==> src/rtl/rtc_pkg.sv <==
package rtc_pkg;

   typedef enum logic [2:0] {
      SEL_SEC   = 3'd0,
      SEL_MIN   = 3'd1,
      SEL_HOUR  = 3'd2,
      SEL_DATE  = 3'd3,
      SEL_MONTH = 3'd4,
      SEL_WDAY  = 3'd5,
      SEL_YEAR  = 3'd6
   } rtc_sel_e;

   // Packed BCD increment of a two-digit value (no range wrap)
   function automatic logic [7:0] bcd_inc(input logic [7:0] v);
      if (v[3:0] == 4'd9) return {v[7:4] + 4'd1, 4'd0};
      else                return {v[7:4], v[3:0] + 4'd1};
   endfunction

   // Last day of the month in BCD, leap rule on the binary year value
   function automatic logic [7:0] month_last_day(input logic [7:0] mon,
                                                 input logic [7:0] yr);
      logic [6:0] ybin;
      ybin = {3'b000, yr[7:4]} * 7'd10 + {3'b000, yr[3:0]};
      case (mon)
         8'h02:                      return (ybin[1:0] == 2'b00) ? 8'h29 : 8'h28;
         8'h04, 8'h06, 8'h09, 8'h11: return 8'h30;
         default:                    return 8'h31;
      endcase
   endfunction

endpackage

==> src/rtl/rtc_prescaler.sv <==
module rtc_prescaler #(
   parameter int PRESCALE = 32768
) (
   input  logic clk,
   input  logic rst_n,
   input  logic tick_en,
   input  logic run,
   input  logic clr,
   output logic sec_tick
);
   localparam int PW = (PRESCALE > 2) ? $clog2(PRESCALE) : 1;
   localparam logic [PW-1:0] LAST = PW'(PRESCALE - 1);

   generate
      if (PRESCALE < 2) begin : g_bad_prescale
         $error("rtc_prescaler: PRESCALE must be at least 2");
      end
   endgenerate

   logic [PW-1:0] cnt;

   assign sec_tick = tick_en && run && !clr && (cnt == LAST);

   always_ff @(posedge clk or negedge rst_n) begin
      if (!rst_n)              cnt <= '0;
      else if (clr)            cnt <= '0;
      else if (tick_en && run) cnt <= (cnt == LAST) ? '0 : cnt + 1'b1;
   end
endmodule

==> src/rtl/rtc_bcd_wrap.sv <==
module rtc_bcd_wrap
   import rtc_pkg::*;
#(
   parameter logic [7:0] LOW      = 8'h00,
   parameter logic [7:0] RST_VAL  = 8'h00,
   parameter bit         HOLD_MSB = 1'b0
) (
   input  logic       clk,
   input  logic       rst_n,
   input  logic       inc,
   input  logic       ld,
   input  logic [7:0] ld_val,
   input  logic [7:0] hi,
   output logic [7:0] q,
   output logic       carry
);
   logic [7:0] field;
   logic [7:0] step;
   logic [7:0] nxt;
   logic       at_hi;

   generate
      if (HOLD_MSB) begin : g_hold_msb
         assign field = {1'b0, q[6:0]};
         assign nxt   = (step & 8'h7F) | {q[7], 7'b0};
      end else begin : g_full
         assign field = q;
         assign nxt   = step;
      end
   endgenerate

   assign at_hi = (field == hi);
   assign step  = at_hi ? LOW : bcd_inc(field);
   assign carry = inc && !ld && at_hi;

   always_ff @(posedge clk or negedge rst_n) begin
      if (!rst_n)   q <= RST_VAL;
      else if (ld)  q <= ld_val;
      else if (inc) q <= nxt;
   end
endmodule

==> src/rtl/rtc_hour_ctr.sv <==
module rtc_hour_ctr
   import rtc_pkg::*;
(
   input  logic       clk,
   input  logic       rst_n,
   input  logic       inc,
   input  logic       ld,
   input  logic [7:0] ld_val,
   output logic [7:0] q,
   output logic       carry
);
   logic [7:0] nxt;
   logic [7:0] t;
   logic       day_wrap;

   always_comb begin
      day_wrap = 1'b0;
      if (q[7]) begin
         t = bcd_inc({3'b000, q[4:0]});
         if (q[4:0] == 5'h12) begin
            nxt = {2'b10, q[5], 5'h01};
         end else if (q[4:0] == 5'h11) begin
            nxt      = {2'b10, ~q[5], 5'h12};
            day_wrap = q[5];
         end else begin
            nxt = 8'h80 | {2'b00, q[5], 5'b0} | (t & 8'h1F);
         end
      end else begin
         t = bcd_inc({2'b00, q[5:0]});
         if (q[5:0] == 6'h23) begin
            nxt      = 8'h00;
            day_wrap = 1'b1;
         end else begin
            nxt = t & 8'h3F;
         end
      end
   end

   assign carry = inc && !ld && day_wrap;

   always_ff @(posedge clk or negedge rst_n) begin
      if (!rst_n)   q <= 8'h00;
      else if (ld)  q <= ld_val;
      else if (inc) q <= nxt;
   end
endmodule

==> src/rtl/rtc_bcd_calendar.sv <==
module rtc_bcd_calendar
   import rtc_pkg::*;
#(
   parameter int PRESCALE = 32768
) (
   input  logic       clk,
   input  logic       rst_n,
   input  logic       tick_en,
   input  logic       ld_en,
   input  logic [2:0] ld_sel,
   input  logic [7:0] ld_data,
   output logic [7:0] sec_q,
   output logic [7:0] min_q,
   output logic [7:0] hour_q,
   output logic [7:0] date_q,
   output logic [7:0] month_q,
   output logic [7:0] wday_q,
   output logic [7:0] year_q
);
   logic ld_sec, ld_min, ld_hour, ld_date, ld_month, ld_wday, ld_year;
   logic sec_tick, c_sec, c_min, c_day, c_date, c_month;
   logic wday_wrap_unused, year_wrap_unused;

   assign ld_sec   = ld_en && (ld_sel == SEL_SEC);
   assign ld_min   = ld_en && (ld_sel == SEL_MIN);
   assign ld_hour  = ld_en && (ld_sel == SEL_HOUR);
   assign ld_date  = ld_en && (ld_sel == SEL_DATE);
   assign ld_month = ld_en && (ld_sel == SEL_MONTH);
   assign ld_wday  = ld_en && (ld_sel == SEL_WDAY);
   assign ld_year  = ld_en && (ld_sel == SEL_YEAR);

   rtc_prescaler #(.PRESCALE(PRESCALE)) u_pre (
      .clk(clk), .rst_n(rst_n), .tick_en(tick_en),
      .run(!sec_q[7]), .clr(ld_sec), .sec_tick(sec_tick));

   rtc_bcd_wrap #(.LOW(8'h00), .RST_VAL(8'h00), .HOLD_MSB(1'b1)) u_sec (
      .clk(clk), .rst_n(rst_n), .inc(sec_tick), .ld(ld_sec), .ld_val(ld_data),
      .hi(8'h59), .q(sec_q), .carry(c_sec));

   rtc_bcd_wrap #(.LOW(8'h00), .RST_VAL(8'h00), .HOLD_MSB(1'b0)) u_min (
      .clk(clk), .rst_n(rst_n), .inc(c_sec), .ld(ld_min), .ld_val(ld_data),
      .hi(8'h59), .q(min_q), .carry(c_min));

   rtc_hour_ctr u_hour (
      .clk(clk), .rst_n(rst_n), .inc(c_min), .ld(ld_hour), .ld_val(ld_data),
      .q(hour_q), .carry(c_day));

   rtc_bcd_wrap #(.LOW(8'h01), .RST_VAL(8'h01), .HOLD_MSB(1'b0)) u_date (
      .clk(clk), .rst_n(rst_n), .inc(c_day), .ld(ld_date), .ld_val(ld_data),
      .hi(month_last_day(month_q, year_q)), .q(date_q), .carry(c_date));

   rtc_bcd_wrap #(.LOW(8'h01), .RST_VAL(8'h01), .HOLD_MSB(1'b0)) u_wday (
      .clk(clk), .rst_n(rst_n), .inc(c_day), .ld(ld_wday), .ld_val(ld_data),
      .hi(8'h07), .q(wday_q), .carry(wday_wrap_unused));

   rtc_bcd_wrap #(.LOW(8'h01), .RST_VAL(8'h01), .HOLD_MSB(1'b0)) u_month (
      .clk(clk), .rst_n(rst_n), .inc(c_date), .ld(ld_month), .ld_val(ld_data),
      .hi(8'h12), .q(month_q), .carry(c_month));

   rtc_bcd_wrap #(.LOW(8'h00), .RST_VAL(8'h00), .HOLD_MSB(1'b0)) u_year (
      .clk(clk), .rst_n(rst_n), .inc(c_month), .ld(ld_year), .ld_val(ld_data),
      .hi(8'h99), .q(year_q), .carry(year_wrap_unused));
endmodule

==> config.mk <==
export PLATFORM = sky130hd
export DESIGN_NAME = rtc_bcd_calendar
export DESIGN_NICKNAME = d
export VERILOG_FILES = /design/src/rtl/rtc_pkg.sv /design/src/rtl/rtc_prescaler.sv /design/src/rtl/rtc_bcd_wrap.sv /design/src/rtl/rtc_hour_ctr.sv /design/src/rtl/rtc_bcd_calendar.sv
export SDC_FILE = /design/constraint.sdc
export NUM_CORES = 1
export LEC_CHECK = 0
export ABC_CLOCK_PERIOD_IN_PS = 4050
export BUFFER_PORTS_ARGS = -buffer_cell sky130_fd_sc_hd__buf_4
export CAP_MARGIN = 15
export CORE_ASPECT_RATIO = 0.9
export CORE_MARGIN = 1
export CORE_UTILIZATION = 25
export CTS_CLUSTER_SIZE = 16
export DETAILED_ROUTE_END_ITERATION = 8
export SLEW_MARGIN = 10
export SYNTH_ARGS = -nofsm -noshare
export SYNTH_HDL_FRONTEND = slang
export SYNTH_SLANG_ARGS = --single-unit
==> constraint.sdc <==
create_clock -name clk -period 4.05 [get_ports clk]
set_input_delay 0.81 -clock clk [delete_from_list [all_inputs] [get_ports clk]]
set_output_delay 0.81 -clock clk [all_outputs]
set_load 0.05 [all_outputs]
# --- Yosys cells after proc, flatten, opt, wreduce, memory -nomap -nowiden ---
# Cells that the tools add are included.
totals:
  in_bits: 15
  elab_cells: 157
  out_inout_bits: 56
  ff_bits: 71
op_classes:
  eq_ne: 29
  n_bitwise: 3
  add_sub_neg: 17
  mul: 1
  reduce_logical: 50
  n_mux: 42
ops:
  columns: ["cell", "count"]
  rows:
  - ["$mux W8", 27]
  - ["$add A4 B1 Y4 const B", 12]
  - ["$mux W15", 3]
  - ["$eq A4 B4 Y1 const B", 7]
  - ["$eq A8 B3 Y1 const B", 3]
  - ["$logic_and A1 B1 Y1", 20]
  - ["$eq A8 B5 Y1 const B", 2]
  - ["$reduce_bool A2 Y1", 8]
  - ["$add A15 B1 Y15 const B", 1]
  - ["$eq A15 B15 Y1 const B", 1]
  - ["$reduce_bool A3 Y1", 5]
  - ["$mux W7", 2]
  - ["$mux W6", 2]
  - ["$reduce_and A2 Y1", 6]
  - ["$eq A5 B5 Y1 const B", 2]
  - ["$mux W5", 2]
  - ["$pmux W5 S2", 1]
  - ["$eq A3 B3 Y1 const B", 3]
  - ["$eq A8 B2 Y1 const B", 1]
  - ["$eq A8 B4 Y1 const B", 1]
  - ["$eq A8 B6 Y1", 1]
  - ["$eq A8 B7 Y1 const B", 1]
  - ["$eq A8 B8 Y1 const B", 1]
  - ["$or A7 B8 Y8", 1]
  - ["19 further kinds", 29]

# --- Depth between registers and ports, before layout ---
logic_depth:
  word_depth: 17
  mapped_depth: 11

# --- By module ---
# Synthesis repeated with hierarchy kept, for this count alone.
unflattened:
  cells_unflattened: 652
  area_unflattened_um2: 5874.4
modules_own_cells:
  columns: ["module", "n_inst", "area_per_inst_um2", "cells_per_inst"]
  rows:
  - ["rtc_bcd_wrap (u_date ...)", 3, 673.1, 73]
  - ["rtc_bcd_wrap (u_min ...)", 2, 772.0, 85]
  - ["rtc_prescaler", 1, 872.1, 93]
  - ["rtc_bcd_wrap (u_sec)", 1, 651.9, 72]
  - ["rtc_hour_ctr", 1, 645.6, 73]
  - ["rtc_bcd_calendar", 1, 141.4, 25]

# --- Worst setup path before layout ---
# OpenSTA, ideal clock, no wires.
synth_path:
  kind: "reg2reg"
  from: "reg u_sec.q[0]"
  to: "reg u_wday.q[3]"
  setup_slack_ns: 0.718
  period_less_slack_ns: 3.332
  stages_incl_launch_ff: 10
  arrival_time_ns: 3.262
  path_cell_list: "dfrtp_1 ha_1 nand3b_1 or4_1 or4b_1 buf_2 nor3b_4 nor2_2 or4_1 nand3_1"
synth_via:
  elab_chain_len: 7
synth_rtl:
  columns: ["item", "line_no", "text"]
  rows:
  - ["start: declaration", "rtc_bcd_wrap.sv:14", "output logic [7:0] q,"]
  - ["start signal: assignment", "rtc_bcd_wrap.sv:38", "else if (ld) q <= ld_val;"]
  - ["start signal: assignment", "rtc_bcd_wrap.sv:39", "else if (inc) q <= nxt;"]
  - ["$eq A7 B7 Y1", "rtc_bcd_wrap.sv:32", "assign at_hi = (field == hi);"]
  - ["$logic_and A1 B1 Y1 (3 in series)", "rtc_bcd_wrap.sv:34", "assign carry = inc && !ld && at_hi;"]
  - ["$logic_and A1 B1 Y1 (2 in series)", "rtc_hour_ctr.sv:39", "assign carry = inc && !ld && day_wrap;"]
  - ["$reduce_bool A2 Y1 (no line)", null, null]
  - ["end signal: assignment", "rtc_bcd_wrap.sv:38", null]
  - ["end signal: assignment", "rtc_bcd_wrap.sv:39", null]
  - ["end: declaration", "rtc_bcd_wrap.sv:14", null]
# No other way between the ends.
# A chain may end at the register's enable or synchronous reset.

# --- Worst setup path in the final report ---
layout_path:
  from: "reg u_sec.q[1]"
  to: "reg u_wday.q[3]"
# The elaborated chain is that of the path after synthesis.

==> metrics.csv <==
metric;value;unit
status;completed;
Slew Viols, Final;0;
Post-DRT Antenna Nets;0;
clock-pin transition on the worst setup and hold timing paths;0.06;ns
gr usage total;14.84;%
clk_lat worst skew;0.34;ns
Post-synth EDFFs;0;
antenna cells;0;
CP max-delay cell;or4b_1;
total congestion overflow after global routing;0;
number of H-tree levels;3;
FFs w/ async S/R, synth;100.0;%
total number of vias;4364;
cts repair resizes;0;
TNS Setup;0;ns
Syn. warnings;0;
Static Leak;0.002487;µW
FF-to-FF setup slack;0.65;ns
max-cap violations;0;
CTS tree;yes;
synth unique cells;65;
final WL;13.92;mm
fmax;294.5;MHz
PwrDens;496.9;nW/µm²
die area;19320;µm²
hold depth;1;
Port-buffer cells;70;
R2R cell count;9;
Post-DP HPWL;9.965;mm
Top Ports;71;
drt wl/cell;15.96;µm
Place WS;0.3549;ns
final setup skew;0.01265;ns
most common cell after layout, fill and taps aside;buf_4;
delay-heaviest family, CP;simple AND/OR/NAND/NOR gates;
Worst Hold Class;flip-flop to flip-flop;
Setup CP Type;flip-flop to flip-flop;
1st-iter DRT viols;303;
WHS Endpoint;u_pre.cnt[7];
Rows;47;
period utilisation layout;83.85;%
Starting Density;25.48;%
syn_nets;594;
Post-route DRC;0;
CP Data Required Time;4.33;ns
mean post-synth cell area;8.452;µm²
# setup viols final;0;
Seq/Total Area, Yosys;37.96;%
Final Wtd Congestion;0.8317;
largest stage delay on the critical path;0.68;ns
worst r2r src;u_sec.q[1];
ratio of cells with drive above 1 in the final layout;18.02;%
Slew HR;37.29;%
Yosys reg bits;71;
RR Endpoint;u_wday.q[3];
postcts setup bufs;0;
end-of-flow core utilization;31.57;%
vias in the first global route;4024;
most frequent cells in the layout;77 x buf_4, 68 x dfrtp_1, 67 x nand2_1;
CTS Buffer Depth;2;
ys flop type;dfrtp_1;
Area growth syn-to-layout;23.90;%
CP Data Arrival Time;3.67;ns
clk root buf;clkbuf_16;
first-pass GRT wire length;22.55;mm
Hold Buf Count CTS;0;
Hold Fails Final Rpt;0;
Pre-Repair DR Iteration Count;4;
RSZ-0062 raised after global routing;no;
HP Start;u_pre.cnt[7];
CP Capture Type;flip-flop;
cells along the critical path;inv_1 > ha_1 > nand3b_1 > or4_1 > or4b_1 > nor3b_4 > nor2_2 > or4_1 > nand3_1;
critical path buffer and inverter count;1;
die height;132.0;µm
Post-Synthesis Cell Area;4691;µm²
Core ar.;18410;µm²
Clock Sinks;71;
largest net degree at the start of global routing;72;
Die Width;146.4;µm
cells after synthesis;555;
initial antenna violation count;0;
cts bufs inserted;9;
Max IR drop VDD;0.1942;mV
Critical Path Most Common Cell;or4_1;
Final min period;3.396;ns
vias per cell;5.005;
Net count, final;661;
Setup WS post-layout;0.6541;ns
Min Hold Slack;0.4801;ns
Crit Path Max Fanout;10;
CP startpoint kind;flip-flop;
measured slew at the worst slew-check pin;0.9407;ns
[logic make-up after synthesis]
family,after synthesis,share of synthesized area (%)
adder cells (fa/ha/maj),24,6.402
buffers and inverters,45,3.921
XOR/XNOR,12,2.241
AND/OR/NAND/NOR,255,28.91
AO/OA/AOI/OAI,137,18.06
flip-flops,71,37.96
multiplexers,11,2.507
[worst max path at each step]
stage	from	endpoint	cells after the start
after floorplan	u_sec.q[0]	u_wday.q[3]	9
after global placement	ld_en	u_wday.q[3]	8
after detailed placement	ld_sel[0]	u_wday.q[3]	8
after CTS	u_sec.q[1]	u_wday.q[3]	9
after global routing	u_sec.q[1]	u_wday.q[3]	9
final	u_sec.q[1]	u_wday.q[3]	9
[synthesized netlist by cell type (9+ instances only)]
library cell | n | area share, %
dfrtp_1 | 68 | 36
nand2_1 | 67 | 5.4
nor2_1 | 59 | 4.7
o21ai_0 | 52 | 5.5
nand3_1 | 27 | 2.9
a21oi_1 | 25 | 2.7
ha_1 | 24 | 6.4
inv_1 | 24 | 1.9
nor3_1 | 16 | 1.7
clkbuf_1 | 14 | 1.1
a31oi_1 | 10 | 1.3
nand4_1 | 10 | 1.3
o211ai_1 | 9 | 1.4
[report_power, final]
part / total (µW) / internal [µW] / switching (µW)
Combinational: 983 / 325 / 659
Sequential: 1030 / 835 / 196
Clock: 873 / 560 / 313
Total: 2890 / 1720 / 1170
[final cells by class]
type	instances	area, µm²
repair buffers	77	578.1
well taps	245	306.5
clock inverters	4	77.57
fillers	1907	12590
inverters	24	90.09
multi-input cells	439	2733
flip-flops and latches	71	1780
clock buffers	12	246.5
[layer usage]
| layer | track usage (%) | share of wire [%] | vias up |
|---|---|---|---|
| met5 | 0 | 0 | - |
| met4 | 5.613 | 2.1 | 0 |
| met3 | 3.253 | 4.8 | 21 |
| met2 | 21.53 | 43 | 96 |
| met1 | 21.33 | 50 | 2076 |
| li1 | - | - | 2171 |
[state kept, by name, indices dropped and copies added (netlist names)]
name	cells
u_sec.q	8
u_month.q	8
u_min.q	8
u_hour.q	8
u_date.q	8
u_wday.q	8
u_year.q	8
u_pre.cnt	15
[per-stage QoR]
stage	power (µW)	instances	instance area, µm²
final	2888	872	5812
after global routing	3051	872	5812
after CTS	2914	872	5812
after detailed placement	2033	856	5488
after global placement	2025	856	5488
after floorplan	1683	555	4691
(Power assumes the default switching activity.)
